**config.mk**
```make
export PLATFORM = sky130hd
export DESIGN_NAME = flash_byte_rd_seq
export DESIGN_NICKNAME = d
export VERILOG_FILES = /design/src/rtl/fbr_pkg.sv /design/src/rtl/fbr_be_decode.sv /design/src/rtl/fbr_delay_cnt.sv /design/src/rtl/fbr_lane_pack.sv /design/src/rtl/flash_byte_rd_seq.sv
export SDC_FILE = /design/constraint.sdc
export NUM_CORES = 1
export LEC_CHECK = 0
export ABC_CLOCK_PERIOD_IN_PS = 9000
export BUFFER_PORTS_ARGS = -buffer_cell sky130_fd_sc_hd__buf_2
export CAP_MARGIN = 20
export CORE_ASPECT_RATIO = 1.5
export CORE_MARGIN = 3
export CORE_UTILIZATION = 40
export DETAILED_ROUTE_END_ITERATION = 8
export SYNTH_ARGS = -nofsm -noshare
export SYNTH_HDL_FRONTEND = slang
export SYNTH_HIERARCHICAL = 1
export SYNTH_SLANG_ARGS = --single-unit
export TNS_END_PERCENT = 30
```
**constraint.sdc**
```tcl
create_clock -name clk -period 9 [get_ports clk]
set_clock_uncertainty 0.2 [all_clocks]
set_input_delay 1.35 -clock clk [delete_from_list [all_inputs] [get_ports clk]]
set_output_delay 1.35 -clock clk [all_outputs]
set_load 0.02 [all_outputs]
```
**src/rtl/fbr_pkg.sv**
```systemverilog
package fbr_pkg;
  typedef enum logic [2:0] {
    ST_IDLE,
    ST_ADDR,
    ST_ACC,
    ST_REC,
    ST_RESP
  } fbr_state_e;
endpackage

```
**src/rtl/fbr_be_decode.sv**
```systemverilog
// Byte-enable analysis: lowest lane, number of lanes, contiguity.
module fbr_be_decode #(
  parameter int LANES = 4,
  localparam int LW = $clog2(LANES),
  localparam int CW = LW + 1
) (
  input  logic [LANES-1:0] be,
  output logic [LW-1:0]    first,
  output logic [CW-1:0]    count,
  output logic             contig,
  output logic             empty
);
  logic             found;
  logic [LANES-1:0] shifted;
  logic [LANES:0]   ones;

  always_comb begin
    first = '0;
    count = '0;
    found = 1'b0;
    for (int i = 0; i < LANES; i++) begin
      if (be[i]) begin
        count = count + CW'(1);
        if (!found) begin
          first = LW'(i);
          found = 1'b1;
        end
      end
    end
    shifted = be >> first;
    ones    = ({{LANES{1'b0}}, 1'b1} << count) - {{LANES{1'b0}}, 1'b1};
    contig  = ({1'b0, shifted} == ones);
    empty   = !found;
  end
endmodule

```
**src/rtl/fbr_delay_cnt.sv**
```systemverilog
// Loadable down counter; done while the count sits at zero.
module fbr_delay_cnt #(
  parameter int W = 4
) (
  input  logic         clk,
  input  logic         rst,
  input  logic         load,
  input  logic [W-1:0] val,
  output logic         done
);
  logic [W-1:0] cnt;

  always_ff @(posedge clk) begin
    if (rst)                cnt <= '0;
    else if (load)          cnt <= val;
    else if (cnt != '0)     cnt <= cnt - W'(1);
  end

  assign done = (cnt == '0);
endmodule

```
**src/rtl/fbr_lane_pack.sv**
```systemverilog
// Word assembly: one byte register per lane, cleared per request.
module fbr_lane_pack #(
  parameter int LANES = 4,
  localparam int LW = $clog2(LANES)
) (
  input  logic               clk,
  input  logic               rst,
  input  logic               clr,
  input  logic               we,
  input  logic [LW-1:0]      lane,
  input  logic [7:0]         din,
  output logic [LANES*8-1:0] word
);
  for (genvar g = 0; g < LANES; g++) begin : g_lane
    always_ff @(posedge clk) begin
      if (rst || clr)
        word[g*8 +: 8] <= 8'h00;
      else if (we && lane == LW'(g))
        word[g*8 +: 8] <= din;
    end
  end
endmodule

```
**src/rtl/flash_byte_rd_seq.sv**
```systemverilog
module flash_byte_rd_seq #(
  parameter int ADDR_W = 23,
  parameter int DLY_W  = 4,
  localparam int LANES  = 4,
  localparam int LW     = $clog2(LANES),
  localparam int CW     = LW + 1,
  localparam int LO_W   = 3,
  localparam int UP_W   = ADDR_W - LO_W,
  localparam int PHASES = (UP_W + 7) / 8,
  localparam int PH_W   = (PHASES > 1) ? $clog2(PHASES) : 1,
  localparam int PADW   = PHASES * 8
) (
  input  logic               clk,
  input  logic               rst,
  input  logic [DLY_W-1:0]   cfg_acc,
  input  logic [DLY_W-1:0]   cfg_rec,
  input  logic               req_valid,
  output logic               req_ready,
  input  logic [ADDR_W-1:2]  req_addr,
  input  logic [LANES-1:0]   req_be,
  output logic               rsp_valid,
  output logic               rsp_err,
  output logic [LANES*8-1:0] rsp_data,
  output logic [PHASES-1:0]  fl_ale,
  output logic [7:0]         fl_ad_o,
  output logic               fl_ad_oe,
  input  logic [7:0]         fl_ad_i,
  output logic [LO_W-1:0]    fl_lo_addr,
  output logic               fl_ce_n,
  output logic               fl_oe_n
);
  import fbr_pkg::*;

  fbr_state_e       st;
  logic [PH_W-1:0]  ph;
  logic [LO_W-1:0]  lo;
  logic [CW-1:0]    left;
  logic [DLY_W-1:0] acc_q, rec_q;
  logic [PADW-1:0]  up_q;
  logic             err_q;

  logic [LW-1:0]    be_first;
  logic [CW-1:0]    be_count;
  logic             be_contig, be_empty;
  logic             accept;
  logic             cnt_load, cnt_done;
  logic [DLY_W-1:0] cnt_val;
  logic             last_ph, take, load_acc, load_rec;

  fbr_be_decode #(.LANES(LANES)) u_dec (
    .be(req_be), .first(be_first), .count(be_count),
    .contig(be_contig), .empty(be_empty)
  );

  fbr_delay_cnt #(.W(DLY_W)) u_cnt (
    .clk(clk), .rst(rst), .load(cnt_load), .val(cnt_val), .done(cnt_done)
  );

  fbr_lane_pack #(.LANES(LANES)) u_pack (
    .clk(clk), .rst(rst), .clr(accept), .we(take),
    .lane(lo[LW-1:0]), .din(fl_ad_i), .word(rsp_data)
  );

  assign accept  = req_valid && req_ready;
  assign last_ph = (ph == PH_W'(PHASES - 1));
  assign take    = (st == ST_ACC) && cnt_done;

  always_comb begin
    load_acc = ((st == ST_ADDR) && last_ph)
            || (take && left != '0 && rec_q == '0)
            || ((st == ST_REC) && cnt_done && left != '0);
    load_rec = take && rec_q != '0;
    cnt_load = load_acc || load_rec;
    cnt_val  = load_rec ? (rec_q - DLY_W'(1)) : acc_q;
  end

  always_ff @(posedge clk) begin
    if (rst) begin
      st    <= ST_IDLE;
      ph    <= '0;
      lo    <= '0;
      left  <= '0;
      acc_q <= '0;
      rec_q <= '0;
      up_q  <= '0;
      err_q <= 1'b0;
    end else begin
      case (st)
        ST_IDLE: if (accept) begin
          acc_q <= cfg_acc;
          rec_q <= cfg_rec;
          up_q  <= PADW'(req_addr[ADDR_W-1:LO_W]);
          ph    <= '0;
          lo    <= {req_addr[2], be_first};
          left  <= be_count - CW'(1);
          if (be_empty || !be_contig) begin
            err_q <= !be_empty;
            st    <= ST_RESP;
          end else begin
            err_q <= 1'b0;
            st    <= ST_ADDR;
          end
        end
        ST_ADDR: begin
          if (last_ph) st <= ST_ACC;
          else         ph <= ph + PH_W'(1);
        end
        ST_ACC: if (cnt_done) begin
          if (rec_q != '0) begin
            st <= ST_REC;
          end else if (left == '0) begin
            st <= ST_RESP;
          end else begin
            lo   <= lo + LO_W'(1);
            left <= left - CW'(1);
          end
        end
        ST_REC: if (cnt_done) begin
          if (left == '0) begin
            st <= ST_RESP;
          end else begin
            st   <= ST_ACC;
            lo   <= lo + LO_W'(1);
            left <= left - CW'(1);
          end
        end
        ST_RESP: st <= ST_IDLE;
        default: st <= ST_IDLE;
      endcase
    end
  end

  // Pin decode from registered state only: no input reaches an output.
  assign req_ready  = (st == ST_IDLE);
  assign rsp_valid  = (st == ST_RESP);
  assign rsp_err    = err_q && (st == ST_RESP);
  assign fl_ce_n    = (st != ST_ACC);
  assign fl_oe_n    = (st != ST_ACC);
  assign fl_ad_oe   = (st == ST_ADDR);
  assign fl_ad_o    = up_q[{ph, 3'b000} +: 8];
  assign fl_lo_addr = lo;

  always_comb begin
    for (int k = 0; k < PHASES; k++)
      fl_ale[k] = (st == ST_ADDR) && (ph == PH_W'(k));
  end

  // Checks guarding the sequencing above.
  p_ale_onehot_r2: assert property (@(posedge clk) disable iff (rst)
    $onehot0(fl_ale));

  p_no_contention_r3: assert property (@(posedge clk) disable iff (rst)
    fl_ad_oe |-> (fl_oe_n && fl_ce_n));

  p_ready_drop_r8: assert property (@(posedge clk) disable iff (rst)
    (req_valid && req_ready) |=> !req_ready);

  p_rsp_pulse_r8: assert property (@(posedge clk) disable iff (rst)
    rsp_valid |=> (!rsp_valid && req_ready));

  p_empty_fast_r9: assert property (@(posedge clk) disable iff (rst)
    (req_valid && req_ready && req_be == '0) |=>
      (rsp_valid && !rsp_err && rsp_data == '0));

  p_err_zero_r10: assert property (@(posedge clk) disable iff (rst)
    (rsp_valid && rsp_err) |-> (rsp_data == '0 && fl_ce_n));
endmodule

```
==> metrics.txt <==
# TYPE chip_impl_metric gauge
chip_impl_metric{name="p_per_area",unit="nW/um2"} 194.9
chip_impl_metric{name="syn-cell-area",unit="um2"} 4324
chip_impl_metric{name="filler_cell_count",unit=""} 1048
chip_impl_metric{name="worstSkewPairLatency",unit="ns"} 0.33
chip_impl_metric{name="route.final.wire_length",unit="um"} 10580
chip_impl_metric{name="final.setup.tns",unit="ns"} 0
chip_impl_info{name="synth_area_leader_cell",value="dfxtp_1"} 1
chip_impl_metric{name="final_area",unit="um2"} 5149
chip_impl_metric{name="die_height",unit="um"} 133.3
chip_impl_metric{name="post_dp_cell_area",unit="um2"} 4822
chip_impl_metric{name="final_antenna_net_count",unit=""} 0
chip_impl_metric{name="final_hold_viol_count",unit=""} 0
chip_impl_metric{name="clkSinkCount",unit=""} 76
chip_impl_metric{name="area_delta_synth_final",unit="%"} 19.07
chip_impl_metric{name="routabilityCongestion",unit=""} 0.8216
chip_impl_metric{name="dp_cells",unit=""} 701
chip_impl_metric{name="max-vdd-ir-drop",unit="uV"} 125.5
chip_impl_metric{name="antenna_found_initial",unit=""} 0
chip_impl_info{name="status",value="finished clean"} 1
chip_impl_metric{name="setup_viol",unit=""} 0
chip_impl_metric{name="postLayoutCoreUtil",unit="%"} 49.70
chip_impl_metric{name="critical_path.max_fanout",unit=""} 11
chip_impl_metric{name="p_leak",unit="nW"} 2.323
chip_impl_metric{name="synth-simple-area-share",unit="%"} 27.55
chip_impl_metric{name="period_needed",unit="ns"} 4.726
chip_impl_metric{name="syn_nets",unit=""} 556
chip_impl_metric{name="dr.first_iter.drc_count",unit=""} 127
chip_impl_metric{name="grt_first_pass_wirelength",unit="um"} 17310
chip_impl_metric{name="clk_transition_reported_paths",unit="ns"} 0.06
chip_impl_metric{name="synth_top_cell_area_share",unit="%"} 35.19
chip_impl_metric{name="post_layout_nonfiller_instances",unit=""} 717
chip_impl_metric{name="num_rows",unit=""} 45
chip_impl_metric{name="max_cap_viol_count",unit=""} 0
chip_impl_metric{name="portBuffers",unit=""} 95
chip_impl_metric{name="postSynthRegisterBits",unit=""} 76
chip_impl_info{name="critical_path.top_delay_family",value="adder cells"} 1
chip_impl_metric{name="grt_max_degree",unit=""} 87
chip_impl_metric{name="synth_enable_flop_cells",unit=""} 0
chip_impl_metric{name="report.power.total",unit="mW"} 1.003
chip_impl_metric{name="holdBufCountCts",unit=""} 0
chip_impl_info{name="critPathSlowestCell",value="ha_1"} 1
chip_impl_metric{name="postSynthAreaPerCell",unit="um2"} 8.683
chip_impl_metric{name="critical_path_arrival",unit="ns"} 4.70
chip_impl_metric{name="fin_crit_sh",unit="%"} 52.51
chip_impl_info{name="synth_top_family_by_area",value="simple AND/OR/NAND/NOR gates"} 1
chip_impl_info{name="hold_path.class",value="reg -> reg"} 1
chip_impl_metric{name="multiplexer_share_of_the_synthesized_area",unit="%"} 12.15
chip_impl_metric{name="initial_utilization",unit="%"} 41.74
chip_impl_metric{name="maxClockFrequency",unit="MHz"} 211.6
chip_impl_metric{name="slew_worst_pin",unit="ns"} 0.9627
chip_impl_metric{name="report.final.slew_viol_count",unit=""} 0
chip_impl_metric{name="cts_max_path_buffers",unit=""} 2
chip_impl_metric{name="antennaDiodeCount",unit=""} 0
chip_impl_metric{name="wl_per_cell",unit="um"} 14.76
chip_impl_metric{name="post_synth_num_cell_types",unit=""} 66
chip_impl_metric{name="first_pass_iters",unit=""} 4
chip_impl_info{name="top_reg_cell_synth",value="dfxtp_1"} 1
chip_impl_metric{name="rrSetupSlack",unit="ns"} 6.17
chip_impl_metric{name="via_per_inst",unit=""} 5.247
chip_impl_metric{name="first_global_vias",unit=""} 3601
chip_impl_info{name="critPathKind",value="in -> reg"} 1
chip_impl_metric{name="dieArea",unit="um2"} 12120
chip_impl_metric{name="area_fraction_in_compound_gates_after_synthesis",unit="%"} 13.11
chip_impl_metric{name="post_synth_inst_count",unit=""} 498
chip_impl_metric{name="core_area",unit="um2"} 10360
chip_impl_metric{name="yosys.area_share.adder",unit="%"} 4.051
chip_impl_metric{name="timing.critical_path.buf_inv",unit=""} 3
chip_impl_info{name="area_contributors_post_synth",value="dfxtp_1 (35%), mux2i_1 (11%), or3b_2 (7.3%), nand2_1 (6.9%), a21oi_1 (4.9%)"} 1
chip_impl_metric{name="ratio_of_cells_with_drive_above_1_in_the_final_layout",unit="%"} 28.82
chip_impl_info{name="crit_chain",value="buf_2 -> inv_1 -> ha_1 -> xor2_1 -> ha_1 -> nand2_1 -> xnor2_2 -> inv_1 -> a311o_1 -> ha_1 -> xor2_1 -> xnor2_1 -> nand4b_1 -> nor3_2 -> a21boi_0 -> a31oi_1 -> a2111oi_0"} 1
chip_impl_metric{name="slew_headroom",unit="%"} 35.72
chip_impl_info{name="cts_tree",value="yes"} 1
chip_impl_metric{name="globalRoute.totalOverflow",unit=""} 0
chip_impl_metric{name="worst-endpoint-required",unit="ns"} 8.97
chip_impl_info{name="timing.critical_path.to_type",value="flip-flop"} 1
chip_impl_metric{name="gr-usage-all-layers",unit="%"} 17.41
chip_impl_metric{name="synth_warnings",unit=""} 6
chip_impl_metric{name="layout.nets",unit=""} 629
chip_impl_info{name="grt_setup_unrepaired",value="no"} 1
chip_impl_metric{name="cts_htree_levels",unit=""} 3
chip_impl_metric{name="die_width",unit="um"} 90.90
chip_impl_metric{name="dp.final_hpwl",unit="um"} 7526
chip_impl_metric{name="async_reset_ff_share",unit="%"} 0
chip_impl_info{name="cpMostUsedCell",value="ha_1"} 1
chip_impl_metric{name="ctsResizeCount",unit=""} 0
chip_impl_info{name="layout_commonest_cell",value="buf_2"} 1
chip_impl_metric{name="io_pins",unit=""} 96
chip_impl_metric{name="detailroute.via_count",unit=""} 3762
chip_impl_info{name="setup.worst_path.start_class",value="primary input"} 1
chip_impl_info{name="cts-root-buf",value="clkbuf_16"} 1
chip_impl_metric{name="post-cts-setup-buffers",unit=""} 0
chip_impl_info{name="final_cell_mix",value="buf_2 (95), nand2_1 (80), dfxtp_1 (76), mux2i_1 (48), a21oi_1 (42)"} 1
chip_impl_metric{name="synth_seq_area_share",unit="%"} 35.19
chip_impl_metric{name="synth_xor_xnor_area_share",unit="%"} 2.402
chip_impl_metric{name="cpPeakStageDelay",unit="ns"} 0.50
chip_impl_metric{name="cts_buffers",unit=""} 9
chip_impl_metric{name="drt_drc_violations_left",unit=""} 0
==> cell usage after synthesis (2+ instances only) <==
library cell and count:
nor3_1 8, clkbuf_1 21, o31a_1 2, nand3b_1 3
o21ai_0 9, a311o_1 2, a21oi_1 42, nor3b_1 4
nor3b_2 2, buf_4 3, nor2b_1 7, nor3_2 3
mux2i_1 48, dfxtp_1 76, nand2_1 80, mux2_2 2
and3b_1 5, inv_1 17, a311oi_1 2, or4b_1 2
a31oi_1 4, xor2_1 4, or3b_2 36, nand2b_1 4
and2_1 4, ha_1 14, o311ai_1 3, buf_6 2
nand3_1 9, buf_2 8, inv_2 2, or3b_1 6
a211oi_1 2, nor2_1 20, xnor2_1 6, o22ai_1 6
==> final timing paths <==
kind	startpoint	end	depth (start not counted)
setup / recovery	req_be[1]	st[2]	17
hold / removal	up_q[10]	up_q[10]	2
setup reg to reg	st[2]	u_pack/word[25]	5
hold reg to reg	up_q[10]	up_q[10]	2
==> state kept, by name, indices dropped and copies added (netlist names) <==
| name | count |
|---|---|
| acc_q | 4 |
| u_cnt/cnt | 4 |
| st | 3 |
| fl_lo_addr | 3 |
| err_q | 1 |
| left | 3 |
| up_q | 20 |
| rec_q | 4 |
| u_pack/word | 32 |
| ph | 2 |
==> worst min-delay path, cell delays in order, from the launching register on <==
cell and delay, ns:
dfxtp_1 0.31, nand2_1 0.05, a21oi_1 0.05
==> power by group <==
| part | leakage, nW | switching, mW | internal [mW] |
|---|---|---|---|
| Combinational | 1.55 | 0.130 | 0.0949 |
| Sequential | 0.619 | 0.0247 | 0.361 |
| Clock | 0.152 | 0.141 | 0.251 |
| Total | 2.32 | 0.296 | 0.707 |
==> per-stage QoR <==
| step | setup WS, ns | hold WS [ns] |
|---|---|---|
| floorplan | 4.408 | 0.2357 |
| global placement | 4.148 | 0.2444 |
| detailed placement | 3.981 | 0.2493 |
| CTS | 4.316 | 0.2578 |
| global route | 3.923 | 0.2679 |
| finish | 4.274 | 0.2575 |
==> kinds of logic (layout without fill, tap and decap cells) <==
family	count (synthesis)	after routing
AOI/OAI and AO/OA	88	88
muxes	51	51
and+or+nand+nor	204	204
xor gates and xnor gates	11	11
DFF	76	76
adders and majority gates	14	14
buffers and inverters	54	132
==> layer usage <==
| layer | routed length [um] | GRT usage [%] |
|---|---|---|
| met1 | 4693 | 21.13 |
| met2 | 5249 | 30.42 |
| met3 | 503 | 3.729 |
| met4 | 136 | 5.872 |
| met5 | 0 | 0 |
==> layout make-up <==
type / instances / area [um2] / share of cell area, %
sequential: 76 / 1521 / 29.55
multi-input combinational: 368 / 2562 / 49.77
clock buffer: 11 / 242.7 / 4.714
tap: 141 / 176.4 / 3.426
clock inverter: 5 / 83.83 / 1.628
timing repair buffer: 97 / 490.5 / 9.526
inverter: 19 / 71.32 / 1.385
Power figures use the tool's default switching activity.
